[config.mk]
export PLATFORM = sky130hd
export DESIGN_NAME = tw_shift_slave
export DESIGN_NICKNAME = d
export VERILOG_FILES = /design/src/rtl/tw_pkg.sv /design/src/rtl/tw_sync.sv /design/src/rtl/tw_edge_det.sv /design/src/rtl/tw_shift_slave.sv
export SDC_FILE = /design/constraint.sdc
export NUM_CORES = 1
export LEC_CHECK = 0
export BUFFER_PORTS_ARGS = -buffer_cell sky130_fd_sc_hd__buf_2
export CAP_MARGIN = 20
export CORE_MARGIN = 3
export CORE_UTILIZATION = 25
export CTS_CLUSTER_SIZE = 24
export DETAILED_ROUTE_END_ITERATION = 10
export SKIP_LAST_GASP = 1
export SYNTH_ARGS = -nofsm -noshare
export SYNTH_HDL_FRONTEND = slang
export SYNTH_HIERARCHICAL = 1
export SYNTH_SLANG_ARGS = --single-unit
[constraint.sdc]
create_clock -name clk -period 1.43 [get_ports clk]
set_input_delay 0.143 -clock clk [delete_from_list [all_inputs] [get_ports clk]]
set_output_delay 0.143 -clock clk [all_outputs]
set_load 0.02 [all_outputs]
[src/rtl/tw_pkg.sv]
package tw_pkg;

    typedef enum logic [1:0] {
        SEL_SHIFT = 2'd0,
        SEL_CTRL  = 2'd1,
        SEL_STAT  = 2'd2
    } reg_sel_e;

    localparam int CTRL_SDA_OE   = 0;
    localparam int CTRL_SCL_OE   = 1;
    localparam int CTRL_START_IE = 2;
    localparam int CTRL_OVF_IE   = 3;
    localparam int CTRL_BITS     = 4;

endpackage

[src/rtl/tw_sync.sv]
module tw_sync #(
    parameter int   STAGES    = 2,
    parameter logic RESET_VAL = 1'b1
) (
    input  logic clk,
    input  logic rst_n,
    input  logic d_i,
    output logic q_o
);

    logic [STAGES-1:0] chain_q;
    logic [STAGES-1:0] chain_d;

    generate
        if (STAGES == 1) begin : g_single
            always_comb chain_d = d_i;
        end else begin : g_multi
            always_comb chain_d = {chain_q[STAGES-2:0], d_i};
        end
    endgenerate

    always_ff @(posedge clk or negedge rst_n) begin
        if (!rst_n) chain_q <= {STAGES{RESET_VAL}};
        else        chain_q <= chain_d;
    end

    assign q_o = chain_q[STAGES-1];

endmodule

[src/rtl/tw_edge_det.sv]
module tw_edge_det (
    input  logic clk,
    input  logic rst_n,
    input  logic scl_s_i,
    input  logic sda_s_i,
    output logic scl_rise_o,
    output logic scl_fall_o,
    output logic start_o
);

    typedef struct packed {
        logic scl;
        logic sda;
    } prev_t;

    prev_t prev_q, prev_d;

    always_comb begin
        prev_d     = prev_q;
        prev_d.scl = scl_s_i;
        prev_d.sda = sda_s_i;
    end

    always_ff @(posedge clk or negedge rst_n) begin
        if (!rst_n) prev_q <= '{scl: 1'b1, sda: 1'b1};
        else        prev_q <= prev_d;
    end

    // Clock must be high in both samples so a data change made while
    // the clock was low, then seen together with a clock rise, is not a start.
    assign scl_rise_o = scl_s_i & ~prev_q.scl;
    assign scl_fall_o = ~scl_s_i & prev_q.scl;
    assign start_o    = scl_s_i & prev_q.scl & prev_q.sda & ~sda_s_i;

endmodule

[src/rtl/tw_shift_slave.sv]
module tw_shift_slave
    import tw_pkg::*;
#(
    parameter int DATA_W      = 8,
    parameter int CNT_W       = 4,
    parameter int SYNC_STAGES = 2
) (
    input  logic              clk,
    input  logic              rst_n,
    input  logic              scl_pad_i,
    input  logic              sda_pad_i,
    input  logic              wr_en_i,
    input  logic [1:0]        wr_sel_i,
    input  logic [DATA_W-1:0] wr_data_i,
    input  logic [1:0]        rd_sel_i,
    output logic [DATA_W-1:0] rd_data_o,
    output logic              sda_low_o,
    output logic              scl_low_o,
    output logic              irq_o
);

    localparam int STAT_START_BIT = DATA_W - 1;
    localparam int STAT_OVF_BIT   = DATA_W - 2;

    typedef struct packed {
        logic [DATA_W-1:0] shreg;
        logic              sda_out;
        logic [CNT_W-1:0]  cnt;
        logic              start_flag;
        logic              start_hold;
        logic              ovf_flag;
        logic              sda_oe;
        logic              scl_oe;
        logic              start_ie;
        logic              ovf_ie;
    } state_t;

    localparam state_t ST_RST = '{shreg: '1, sda_out: 1'b1, default: '0};

    logic scl_s, sda_s;
    logic scl_rise, scl_fall, start_det;

    tw_sync #(.STAGES(SYNC_STAGES), .RESET_VAL(1'b1)) i_sync_scl (
        .clk   (clk),
        .rst_n (rst_n),
        .d_i   (scl_pad_i),
        .q_o   (scl_s)
    );

    tw_sync #(.STAGES(SYNC_STAGES), .RESET_VAL(1'b1)) i_sync_sda (
        .clk   (clk),
        .rst_n (rst_n),
        .d_i   (sda_pad_i),
        .q_o   (sda_s)
    );

    tw_edge_det i_edge (
        .clk        (clk),
        .rst_n      (rst_n),
        .scl_s_i    (scl_s),
        .sda_s_i    (sda_s),
        .scl_rise_o (scl_rise),
        .scl_fall_o (scl_fall),
        .start_o    (start_det)
    );

    state_t          st_q, st_d;
    logic [CNT_W:0]  cnt_inc;
    logic            wr_shift, wr_ctrl, wr_stat;

    always_comb begin
        st_d     = st_q;
        wr_shift = wr_en_i && (wr_sel_i == SEL_SHIFT);
        wr_ctrl  = wr_en_i && (wr_sel_i == SEL_CTRL);
        wr_stat  = wr_en_i && (wr_sel_i == SEL_STAT);
        cnt_inc  = {1'b0, st_q.cnt} + {{CNT_W{1'b0}}, 1'b1};

        // bus events
        if (scl_rise) begin
            st_d.shreg = {st_q.shreg[DATA_W-2:0], sda_s};
        end
        if (scl_fall) begin
            st_d.sda_out = st_q.shreg[DATA_W-1];
        end
        if ((scl_rise || scl_fall) && !wr_stat) begin
            st_d.cnt = cnt_inc[CNT_W-1:0];
            if (cnt_inc[CNT_W]) begin
                st_d.ovf_flag = 1'b1;
            end
        end
        if (start_det) begin
            st_d.start_flag = 1'b1;
        end
        if (st_q.start_flag && scl_fall) begin
            st_d.start_hold = 1'b1;
        end

        // software writes take precedence over bus events
        if (wr_shift) begin
            st_d.shreg   = wr_data_i;
            st_d.sda_out = wr_data_i[DATA_W-1];
        end
        if (wr_ctrl) begin
            st_d.sda_oe   = wr_data_i[CTRL_SDA_OE];
            st_d.scl_oe   = wr_data_i[CTRL_SCL_OE];
            st_d.start_ie = wr_data_i[CTRL_START_IE];
            st_d.ovf_ie   = wr_data_i[CTRL_OVF_IE];
        end
        if (wr_stat) begin
            st_d.cnt = wr_data_i[CNT_W-1:0];
            if (wr_data_i[STAT_START_BIT]) begin
                st_d.start_flag = 1'b0;
                st_d.start_hold = 1'b0;
            end
            if (wr_data_i[STAT_OVF_BIT]) begin
                st_d.ovf_flag = 1'b0;
            end
        end
    end

    always_ff @(posedge clk or negedge rst_n) begin
        if (!rst_n) st_q <= ST_RST;
        else        st_q <= st_d;
    end

    assign sda_low_o = st_q.sda_oe & ~st_q.sda_out;
    assign scl_low_o = st_q.scl_oe & (st_q.start_hold | st_q.ovf_flag);
    assign irq_o     = (st_q.start_flag & st_q.start_ie) | (st_q.ovf_flag & st_q.ovf_ie);

    always_comb begin
        rd_data_o = '0;
        case (rd_sel_i)
            SEL_SHIFT: rd_data_o = st_q.shreg;
            SEL_CTRL: begin
                rd_data_o[CTRL_SDA_OE]   = st_q.sda_oe;
                rd_data_o[CTRL_SCL_OE]   = st_q.scl_oe;
                rd_data_o[CTRL_START_IE] = st_q.start_ie;
                rd_data_o[CTRL_OVF_IE]   = st_q.ovf_ie;
            end
            SEL_STAT: begin
                rd_data_o[CNT_W-1:0]     = st_q.cnt;
                rd_data_o[STAT_START_BIT] = st_q.start_flag;
                rd_data_o[STAT_OVF_BIT]   = st_q.ovf_flag;
            end
            default: rd_data_o = '0;
        endcase
    end

    // named views for the bound checker
    logic             start_flag_w, start_hold_w, ovf_flag_w, sda_oe_w, scl_oe_w;
    logic [CNT_W-1:0] cnt_w;
    assign start_flag_w = st_q.start_flag;
    assign start_hold_w = st_q.start_hold;
    assign ovf_flag_w   = st_q.ovf_flag;
    assign sda_oe_w     = st_q.sda_oe;
    assign scl_oe_w     = st_q.scl_oe;
    assign cnt_w        = st_q.cnt;

endmodule

==> impl_table.tex, run 1 <==
\begin{tabular}{lr}
\hline
Metric & Value \\
\hline
\multicolumn{2}{l}{\textbf{Detailed routing}} \\
\quad Via density & 4.428 \\
\quad Router iterations before antenna repair & 4 \\
\quad Remaining antenna violation count & 0 \\
\quad Post-detailed-route DRC marker count & 0 \\
\quad Total Routed Length & 2898 um \\
\quad Routed len/inst & around 13 um \\
\quad Total number of vias & between 900 and 1000 \\
\quad Detailed Route Iter0 Violations & 18 \\
\multicolumn{2}{l}{\textbf{Worst setup path}} \\
\quad Critical R2R Capture & cnt\_w[1]\$\_DFFE\_PN0P\_ \\
\quad Required time of the worst setup path & between 1.5 and 2 ns \\
\quad Worst-case register-to-register setup slack & 0.06 ns \\
\quad Count of cell instances traversed by the critical path & 4 \\
\quad Startpoint of the worst setup timing path & i\_edge/prev\_q[1]\$\_DFF\_PN1\_ \\
\quad Critical path fanouts, max & 5 \\
\quad Number of cells on the worst reg-to-reg path & 4 \\
\quad Arrival time worst endpoint & $\sim$1.5 ns \\
\quad Critical path cell sequence & and2b\_2 > nor2\_1 > mux2i\_1 > o21ai\_1 \\
\quad Critical Path Sink Type & flop \\
\quad Capture point of the critical path & cnt\_w[1]\$\_DFFE\_PN0P\_ \\
\quad Cell at the slowest stage of the critical path & sky130\_fd\_sc\_hd\_\_dfstp\_2 \\
\quad Buffers plus inverters on the worst setup path & 0 \\
\quad Category of the worst setup path launch point & flop \\
\quad Crit-path leading delay family & flip-flops \\
\quad Worst R2R Start & i\_edge/prev\_q[1]\$\_DFF\_PN1\_ \\
\quad Worst setup path class & flop to flop \\
\quad Delay of the slowest critical-path stage & $\sim$0.54 ns \\
\multicolumn{2}{l}{\textbf{STA}} \\
\quad Tcrit/Tclk final & a little over nine tenths \\
\quad Rel. slew slack & roughly three fifths \\
\quad Unrepaired setup endpoints after global routing & yes \\
\quad Least-Margin Pin Slew & 0.5940 ns \\
\quad Final critical-path required period & between 1 and 1.5 ns \\
\quad Final setup TNS & 0 ns \\
\quad Final Hold Fails & 0 \\
\quad WHS & between 0.06 and 0.07 ns \\
\quad Worst Clk Skew & $\sim$0.0016 ns \\
\quad Maximum clock frequency & roughly 0.73 GHz \\
\quad Final setup violation count & 0 \\
\quad Count of final max-slew check failures & 0 \\
\multicolumn{2}{l}{\textbf{Worst hold path}} \\
\quad Min-delay worst type & input port to flop \\
\multicolumn{2}{l}{\textbf{Status}} \\
\quad Run status & complete, no violations \\
\multicolumn{2}{l}{\textbf{Cells and area}} \\
\quad Fin area & approximately 1600 sq um \\
\quad Final net count & approximately 170 \\
\quad Final Core Density & 32.77\% \\
\quad Ant. Diodes & 0 \\
\quad Number of inserted filler cells in the final layout & 510 \\
\quad Area growth from synthesis to layout & 24.14\% \\
\quad Layout cells sized above 1 & about two fifths \\
\multicolumn{2}{l}{\textbf{Placed design}} \\
\quad DP HPWL & about 2200 um \\
\quad Placed inst area & 1495 sq um \\
\quad Global placement routability congestion & a little over 0.8 \\
\quad Number of port buffers & 27 \\
\multicolumn{2}{l}{\textbf{Clock tree}} \\
\quad Number of H-tree levels & 1 \\
\quad Clock Tree Root & sky130\_fd\_sc\_hd\_\_clkbuf\_8 \\
\quad Clock network latency to the later pin of the worst-skew pair & approximately 0.27 ns \\
\quad CTS tree & yes \\
\quad Number of clock buffers inserted by TritonCTS & 3 \\
\quad Sinks on the clock net & 26 \\
\quad Number of buffers between clock root and the deepest sink & 2 \\
\quad Clock edge transition at the registers on the reported setup and hold paths & $\sim$0.08 ns \\
\multicolumn{2}{l}{\textbf{Floorplanning}} \\
\quad Chip width & approximately 78 um \\
\quad Total number of placement rows & 25 \\
\quad Vert. Die Dim & slightly below 80 um \\
\quad Total I/O pin count & 28 \\
\quad Floorplan Core Area & between 4000 and 5000 sq um \\
\quad Starting density of the core & a little over a quarter \\
\quad Die area & roughly 6000 sq um \\
\multicolumn{2}{l}{\textbf{Global route}} \\
\quad Largest net degree at the start of global routing & 27 \\
\quad Initial antenna violation count & 0 \\
\quad Remaining global-route overflow & 0 \\
\quad Number of global-route vias before repair & approximately 970 \\
\quad Global-route wire length before repair & approximately 4900 um \\
\quad Global-route usage over all layers & 10.18\% \\
\multicolumn{2}{l}{\textbf{Synthesis}} \\
\quad Proportion of synthesized chip area in sequential cells & 52.30\% \\
\quad Syn. warnings & 6 \\
\quad Top cell type's share of synthesized area & between 30\% and 40\% \\
\quad Cell type with the largest total area after synthesis & sky130\_fd\_sc\_hd\_\_dfstp\_2 \\
\quad Count of flip-flops with a built-in enable after synthesis & 0 \\
\quad Synthesized net count & $\sim$130 \\
\quad Most frequent cell after synthesis & sky130\_fd\_sc\_hd\_\_mux2i\_1 \\
\quad Synth Register Bits & 26 \\
\quad Largest cells by area after synthesis & sky130\_fd\_sc\_hd\_\_dfstp\_2 31\%, sky130\_fd\_sc\_hd\_\_dfrtp\_1 22\%, sky130\_fd\_sc\_hd\_\_mux2i\_1 13\%, sky130\_fd\_sc\_hd\_\_o21ai\_0 4.7\%, sky130\_fd\_sc\_hd\_\_nand2\_1 4.1\% \\
\quad Post-synthesis area per instance & around 11 sq um \\
\quad Post-synthesis async set-or-reset flop share & 100.0\% \\
\quad Yosys cell types & 28 \\
\quad Synth cell count leaders & 16 x sky130\_fd\_sc\_hd\_\_mux2i\_1, 15 x sky130\_fd\_sc\_hd\_\_dfstp\_2, 14 x sky130\_fd\_sc\_hd\_\_nand2\_1 \\
\quad Most used DFF post-synth & sky130\_fd\_sc\_hd\_\_dfstp\_2 \\
\quad Gate count after technology mapping & 115 \\
\quad Netlist Area Pre-Place & 1280 sq um \\
\multicolumn{2}{l}{\textbf{Pwr}} \\
\quad Leakage power total & $\sim$0.69 nW \\
\quad Power density normalized to cell area & between 1000 and 1500 nW/um\^{}2 \\
\quad IR Drop Worst-Case VDD & between 600 and 700 uV \\
\multicolumn{2}{l}{\textbf{Job}} \\
\quad Number of max-cap violations & 0 \\
\hline
\end{tabular}
flip-flops by register name, summed over array words and instances, names as in the netlist:
| name | count |
|---|---|
| start_flag_w | 1 |
| sda_oe_w | 1 |
| ovf_flag_w | 1 |
| scl_oe_w | 1 |
| i_sync_scl/chain_q | 2 |
| cnt_w | 4 |
| i_edge/prev_q | 2 |
| i_sync_sda/chain_q | 2 |
| st_q | 11 |
| start_hold_w | 1 |
per-stage QoR:
stage / setup WS, ns / power (mW) / instances
final: 0.05661 / 2.145 / 215
after global placement: 0.06092 / 1.668 / 208
after CTS: 0.01084 / 2.162 / 215
after floorplan: 0.02724 / 1.468 / 115
after global routing: -0.01719 / 2.302 / 215
after detailed placement: 0.03487 / 1.675 / 208
cell usage in the layout (no fill, tap or decap), types with 2 or more instances in the layout:
master and count:
sky130_fd_sc_hd__dfstp_2 15, sky130_fd_sc_hd__buf_4 4, sky130_fd_sc_hd__o21ai_0 9, sky130_fd_sc_hd__mux2_2 4
sky130_fd_sc_hd__nor2_1 7, sky130_fd_sc_hd__dlygate4sd3_1 3, sky130_fd_sc_hd__mux2i_1 16, sky130_fd_sc_hd__o21a_1 2
sky130_fd_sc_hd__clkbuf_8 4, sky130_fd_sc_hd__a21oi_1 7, sky130_fd_sc_hd__nand3b_1 2, sky130_fd_sc_hd__o21ai_1 5
sky130_fd_sc_hd__nor3b_1 2, sky130_fd_sc_hd__nand2_1 14, sky130_fd_sc_hd__buf_2 27, sky130_fd_sc_hd__dfrtp_1 11
sky130_fd_sc_hd__nor2b_1 2, sky130_fd_sc_hd__xor2_1 3
area by class of cell:
type,count,area (sq um),area share (%)
timing repair buffer,34,195.2,12.28
tap,67,83.83,5.276
clock buffer,4,55.05,3.465
multi-input combinational,83,581.8,36.61
inverter,1,3.754,0.2362
sequential,26,669.4,42.13
how the worst min path moves through the flow:
stage	end	from	cells after the start
floorplan	cnt_w[0]$_DFFE_PN0P_	rst_n	0
global placement	start_hold_w$_DFF_PN0_	rst_n	1
detailed placement	sda_oe_w$_DFFE_PN0P_	rst_n	1
CTS	start_flag_w$_DFF_PN0_	wr_data_i[7]	2
global route	start_hold_w$_DFF_PN0_	wr_data_i[7]	2
finish	start_flag_w$_DFF_PN0_	wr_data_i[7]	2
logic make-up after synthesis:
logic type	share of synthesized area, %
mux	16.03
simple gates	14.47
buf+inv	2.932
xor+xnor	2.053
flops	52.30
fa+ha+maj	0.9774
compound gates	11.24
metal layers:
layer	track usage [%]	vias up	wire, um
li1	-	474	-
met1	14.47	448	1418
met2	15.54	26	1300
met3	1.624	4	140
met4	3.737	0	38
met5	0	-	0
report_power, final:
group	internal [mW]	switching (mW)
Sequential	0.956	0.163
Combinational	0.264	0.295
Clock	0.246	0.222
Total	1.47	0.680
what timing repair did:
item                       CTS  global route
setup endpoints to repair    0             6
setup buffers                0             0
hold buffers                 3             0
gates resized for setup      0             5
hold endpoints to repair    13             0
(Power assumes the default switching activity.)
==> run 2: changes to the inputs <==
--- a/config.mk
+++ b/config.mk
@@ -13,2 +13,4 @@
 export DETAILED_ROUTE_END_ITERATION = 10
+export RECOVER_POWER = 50
+export SKIP_CTS_REPAIR_TIMING = 1
 export SKIP_LAST_GASP = 1
==> constraint.sdc (replaced) <==
create_clock -name clk -period 1.43 [get_ports clk]
set_input_delay 0.2145 -clock clk [delete_from_list [all_inputs] [get_ports clk]]
set_output_delay 0.2145 -clock clk [all_outputs]
set_load 0.02 [all_outputs]
==> run 2 against run 1 <==
Against the previous run: global-route usage is essentially flat; combinational power grew 13%; via count shrank 0.42%; worst hold slack lost 0.029 ns; setup slack lost 0.078 ns; largest cell class unchanged; highest routed layer unchanged; the flow now finishes with violations (negative setup slack); largest power group unchanged; cell area grew 2.4%.
==> impl_table.tex, run 2 (synthesized netlist as in run 1, its figures left out) <==
\begin{tabular}{lr}
\hline
Metric & Value \\
\hline
\multicolumn{2}{l}{\textbf{Status}} \\
\quad Run status & complete, but fails checks \\
\quad Violated checks & negative setup slack \\
\multicolumn{2}{l}{\textbf{STA}} \\
\quad Maximum clock frequency & about 0.69 GHz \\
\quad Tcrit/Tclk final & 101.5\% \\
\quad Final setup violation count & 1 \\
\quad Unrepaired setup endpoints after global routing & yes \\
\quad Count of final max-slew check failures & 0 \\
\quad Crit path setup slack, layout & -0.02166 ns \\
\quad Least-Margin Pin Slew & 0.6424 ns \\
\quad WHS & roughly 0.039 ns \\
\quad Worst Clk Skew & $\sim$0.013 ns \\
\quad Final Hold Fails & 0 \\
\quad Rel. slew slack & roughly 57\% \\
\quad Final critical-path required period & 1.452 ns \\
\multicolumn{2}{l}{\textbf{Global route}} \\
\quad Global-route usage over all layers & around a tenth \\
\quad Remaining global-route overflow & 0 \\
\quad Initial antenna violation count & 0 \\
\quad Number of global-route vias before repair & a little under 1000 \\
\quad Largest net degree at the start of global routing & 27 \\
\quad Global-route wire length before repair & around 4900 um \\
\multicolumn{2}{l}{\textbf{Detailed routing}} \\
\quad Total number of vias & between 900 and 1000 \\
\quad Router iterations before antenna repair & 4 \\
\quad Total Routed Length & about 2800 um \\
\quad Routed len/inst & between 10 and 15 um \\
\quad Via density & between 4 and 5 \\
\quad Post-detailed-route DRC marker count & 0 \\
\quad Detailed Route Iter0 Violations & 21 \\
\quad Remaining antenna violation count & 0 \\
\multicolumn{2}{l}{\textbf{Worst hold path}} \\
\quad Hold path cells & 1 \\
\quad Worst min-delay path endpoint & i\_sync\_scl/chain\_q[0]\$\_DFF\_PN1\_ \\
\quad Hold\_sp & scl\_pad\_i \\
\quad Min-delay worst type & input port to flop \\
\multicolumn{2}{l}{\textbf{Clock tree}} \\
\quad Number of clock buffers inserted by TritonCTS & 3 \\
\quad Number of buffers between clock root and the deepest sink & 2 \\
\quad CTS tree & yes \\
\quad Clock edge transition at the registers on the reported setup and hold paths & approximately 0.1 ns \\
\quad Clock Tree Root & sky130\_fd\_sc\_hd\_\_clkbuf\_8 \\
\quad Clock network latency to the later pin of the worst-skew pair & approximately 0.28 ns \\
\quad Number of H-tree levels & 1 \\
\quad Sinks on the clock net & 26 \\
\multicolumn{2}{l}{\textbf{Worst setup path}} \\
\quad Cell at the slowest stage of the critical path & sky130\_fd\_sc\_hd\_\_dfstp\_2 \\
\quad Count of cell instances traversed by the critical path & 3 \\
\quad Critical Path Sink Type & output port \\
\quad Number of cells on the worst reg-to-reg path & 4 \\
\quad Worst R2R Start & i\_sync\_scl/chain\_q[1]\$\_DFF\_PN1\_ \\
\quad Buffers plus inverters on the worst setup path & 1 \\
\quad Critical path fanouts, max & 3 \\
\quad Worst setup path class & flop to output port \\
\quad Required time of the worst setup path & about 1.2 ns \\
\quad Arrival time worst endpoint & 1.24 ns \\
\quad Critical R2R Capture & st\_q[19]\$\_DFFE\_PN1P\_ \\
\quad Crit-path leading delay family & flip-flops \\
\quad Critical path cell sequence & mux2i\_1 > o21ai\_1 > buf\_4 \\
\quad Worst-case register-to-register setup slack & around 0.090 ns \\
\quad Category of the worst setup path launch point & flop \\
\quad Delay of the slowest critical-path stage & 0.55 ns \\
\multicolumn{2}{l}{\textbf{Pwr}} \\
\quad Net load switching power & 0.7009 mW \\
\quad Power density normalized to cell area & 1333 nW/um\^{}2 \\
\quad Register share of total power & between 50 and 60\% \\
\quad Leakage power total & $\sim$0.7 nW \\
\quad Switching share of total power & approximately a third \\
\quad Proportion of power drawn by the clock network & 20.0\% \\
\quad Share of power burned in combinational logic & 29.0\% \\
\quad IR Drop Worst-Case VDD & 710.1 uV \\
\quad Internal power & 1.467 mW \\
\multicolumn{2}{l}{\textbf{Placed design}} \\
\quad Worst setup slack after placement & between 0.03 and 0.04 ns \\
\quad Global placement routability congestion & about 0.84 \\
\quad DP HPWL & 2137 um \\
\quad Number of port buffers & 27 \\
\multicolumn{2}{l}{\textbf{Cells and area}} \\
\quad Final net count & 169 \\
\quad Ant. Diodes & 0 \\
\quad Commonest cells after routing, fill and taps aside & 21 x sky130\_fd\_sc\_hd\_\_buf\_2, 16 x sky130\_fd\_sc\_hd\_\_mux2i\_1, 14 x sky130\_fd\_sc\_hd\_\_nand2\_1, 13 x sky130\_fd\_sc\_hd\_\_dfstp\_2 \\
\quad Flip-flop count of the largest register after layout & 11 \\
\quad Most common cell after layout, fill and taps aside & sky130\_fd\_sc\_hd\_\_buf\_2 \\
\quad Layout cells sized above 1 & a little over two fifths \\
\quad Area growth from synthesis to layout & 27.08\% \\
\quad Most flop-heavy register & st\_q \\
\multicolumn{2}{l}{\textbf{Floorplanning}} \\
\quad Chip width & 77.56 um \\
\quad Total number of placement rows & 25 \\
\quad Die area & approximately 6000 sq um \\
\quad Floorplan Core Area & just under 5000 sq um \\
\quad Total I/O pin count & 28 \\
\quad Vert. Die Dim & approximately 78 um \\
\quad Starting density of the core & 26.40\% \\
\multicolumn{2}{l}{\textbf{Job}} \\
\quad Number of max-cap violations & 0 \\
\hline
\end{tabular}
## run 2: worst reg2reg max path: stages (launching register included)
cell and delay [ns]:
sky130_fd_sc_hd__dfstp_1 0.57, sky130_fd_sc_hd__and2b_2 0.23, sky130_fd_sc_hd__buf_4 0.18, sky130_fd_sc_hd__mux2i_1 0.21, sky130_fd_sc_hd__a21oi_1 0.08
## run 2: final cells by class
class | instances | area [sq um]
timing repair buffer | 36 | 226.5
tap | 67 | 83.83
fill | 513 | 3222
inverter | 1 | 3.754
sequential | 26 | 669.4
clock buffer | 4 | 45.04
multi-input combinational | 83 | 598.1
## run 2: routing by layer
metal  global-route usage (%)  up-vias  routed length, um
li1                         -      475                  -
met1                    14.41      443               1400
met3                    1.740        4                137
met4                    3.737        0                 42
met2                    15.37       26               1262
met5                        0        -                  0
## run 2: per-stage QoR
step           power (mW)  cells  utilization (%)  setup TNS (ns)  instance area, sq um
6_report            2.168    217            33.55        -0.02166                  1627
5_1_grt             2.324    217            33.55         -0.2631                  1627
4_1_cts             2.122    213            32.18         -0.2959                  1560
3_5_place_dp        1.682    209            31.25               0                  1515
3_3_place_gp        1.675    209            31.25               0                  1515
2_1_floorplan       1.468    115                -               0                  1280
## run 2: worst max-delay path by stage
| stage | start | end |
|---|---|---|
| 2_1_floorplan | i_edge/prev_q[1]$_DFF_PN1_ | cnt_w[1]$_DFFE_PN0P_ |
| 3_3_place_gp | i_edge/prev_q[1]$_DFF_PN1_ | cnt_w[2]$_DFFE_PN0P_ |
| 3_5_place_dp | i_edge/prev_q[1]$_DFF_PN1_ | cnt_w[2]$_DFFE_PN0P_ |
| 4_1_cts | st_q[17]$_DFFE_PN1P_ | rd_data_o[5] |
| 5_1_grt | st_q[13]$_DFFE_PN1P_ | rd_data_o[1] |
| 6_report | st_q[13]$_DFFE_PN1P_ | rd_data_o[1] |
## run 2: power by group through the flow
stage / Combinational, mW / Sequential (mW) / Clock [mW]
after floorplan: 0.397 / 1.07 / 0
after global placement: 0.552 / 1.12 / 0
after detailed placement: 0.558 / 1.12 / 0
after CTS: 0.562 / 1.11 / 0.450
after global routing: 0.712 / 1.14 / 0.475
final: 0.629 / 1.11 / 0.433
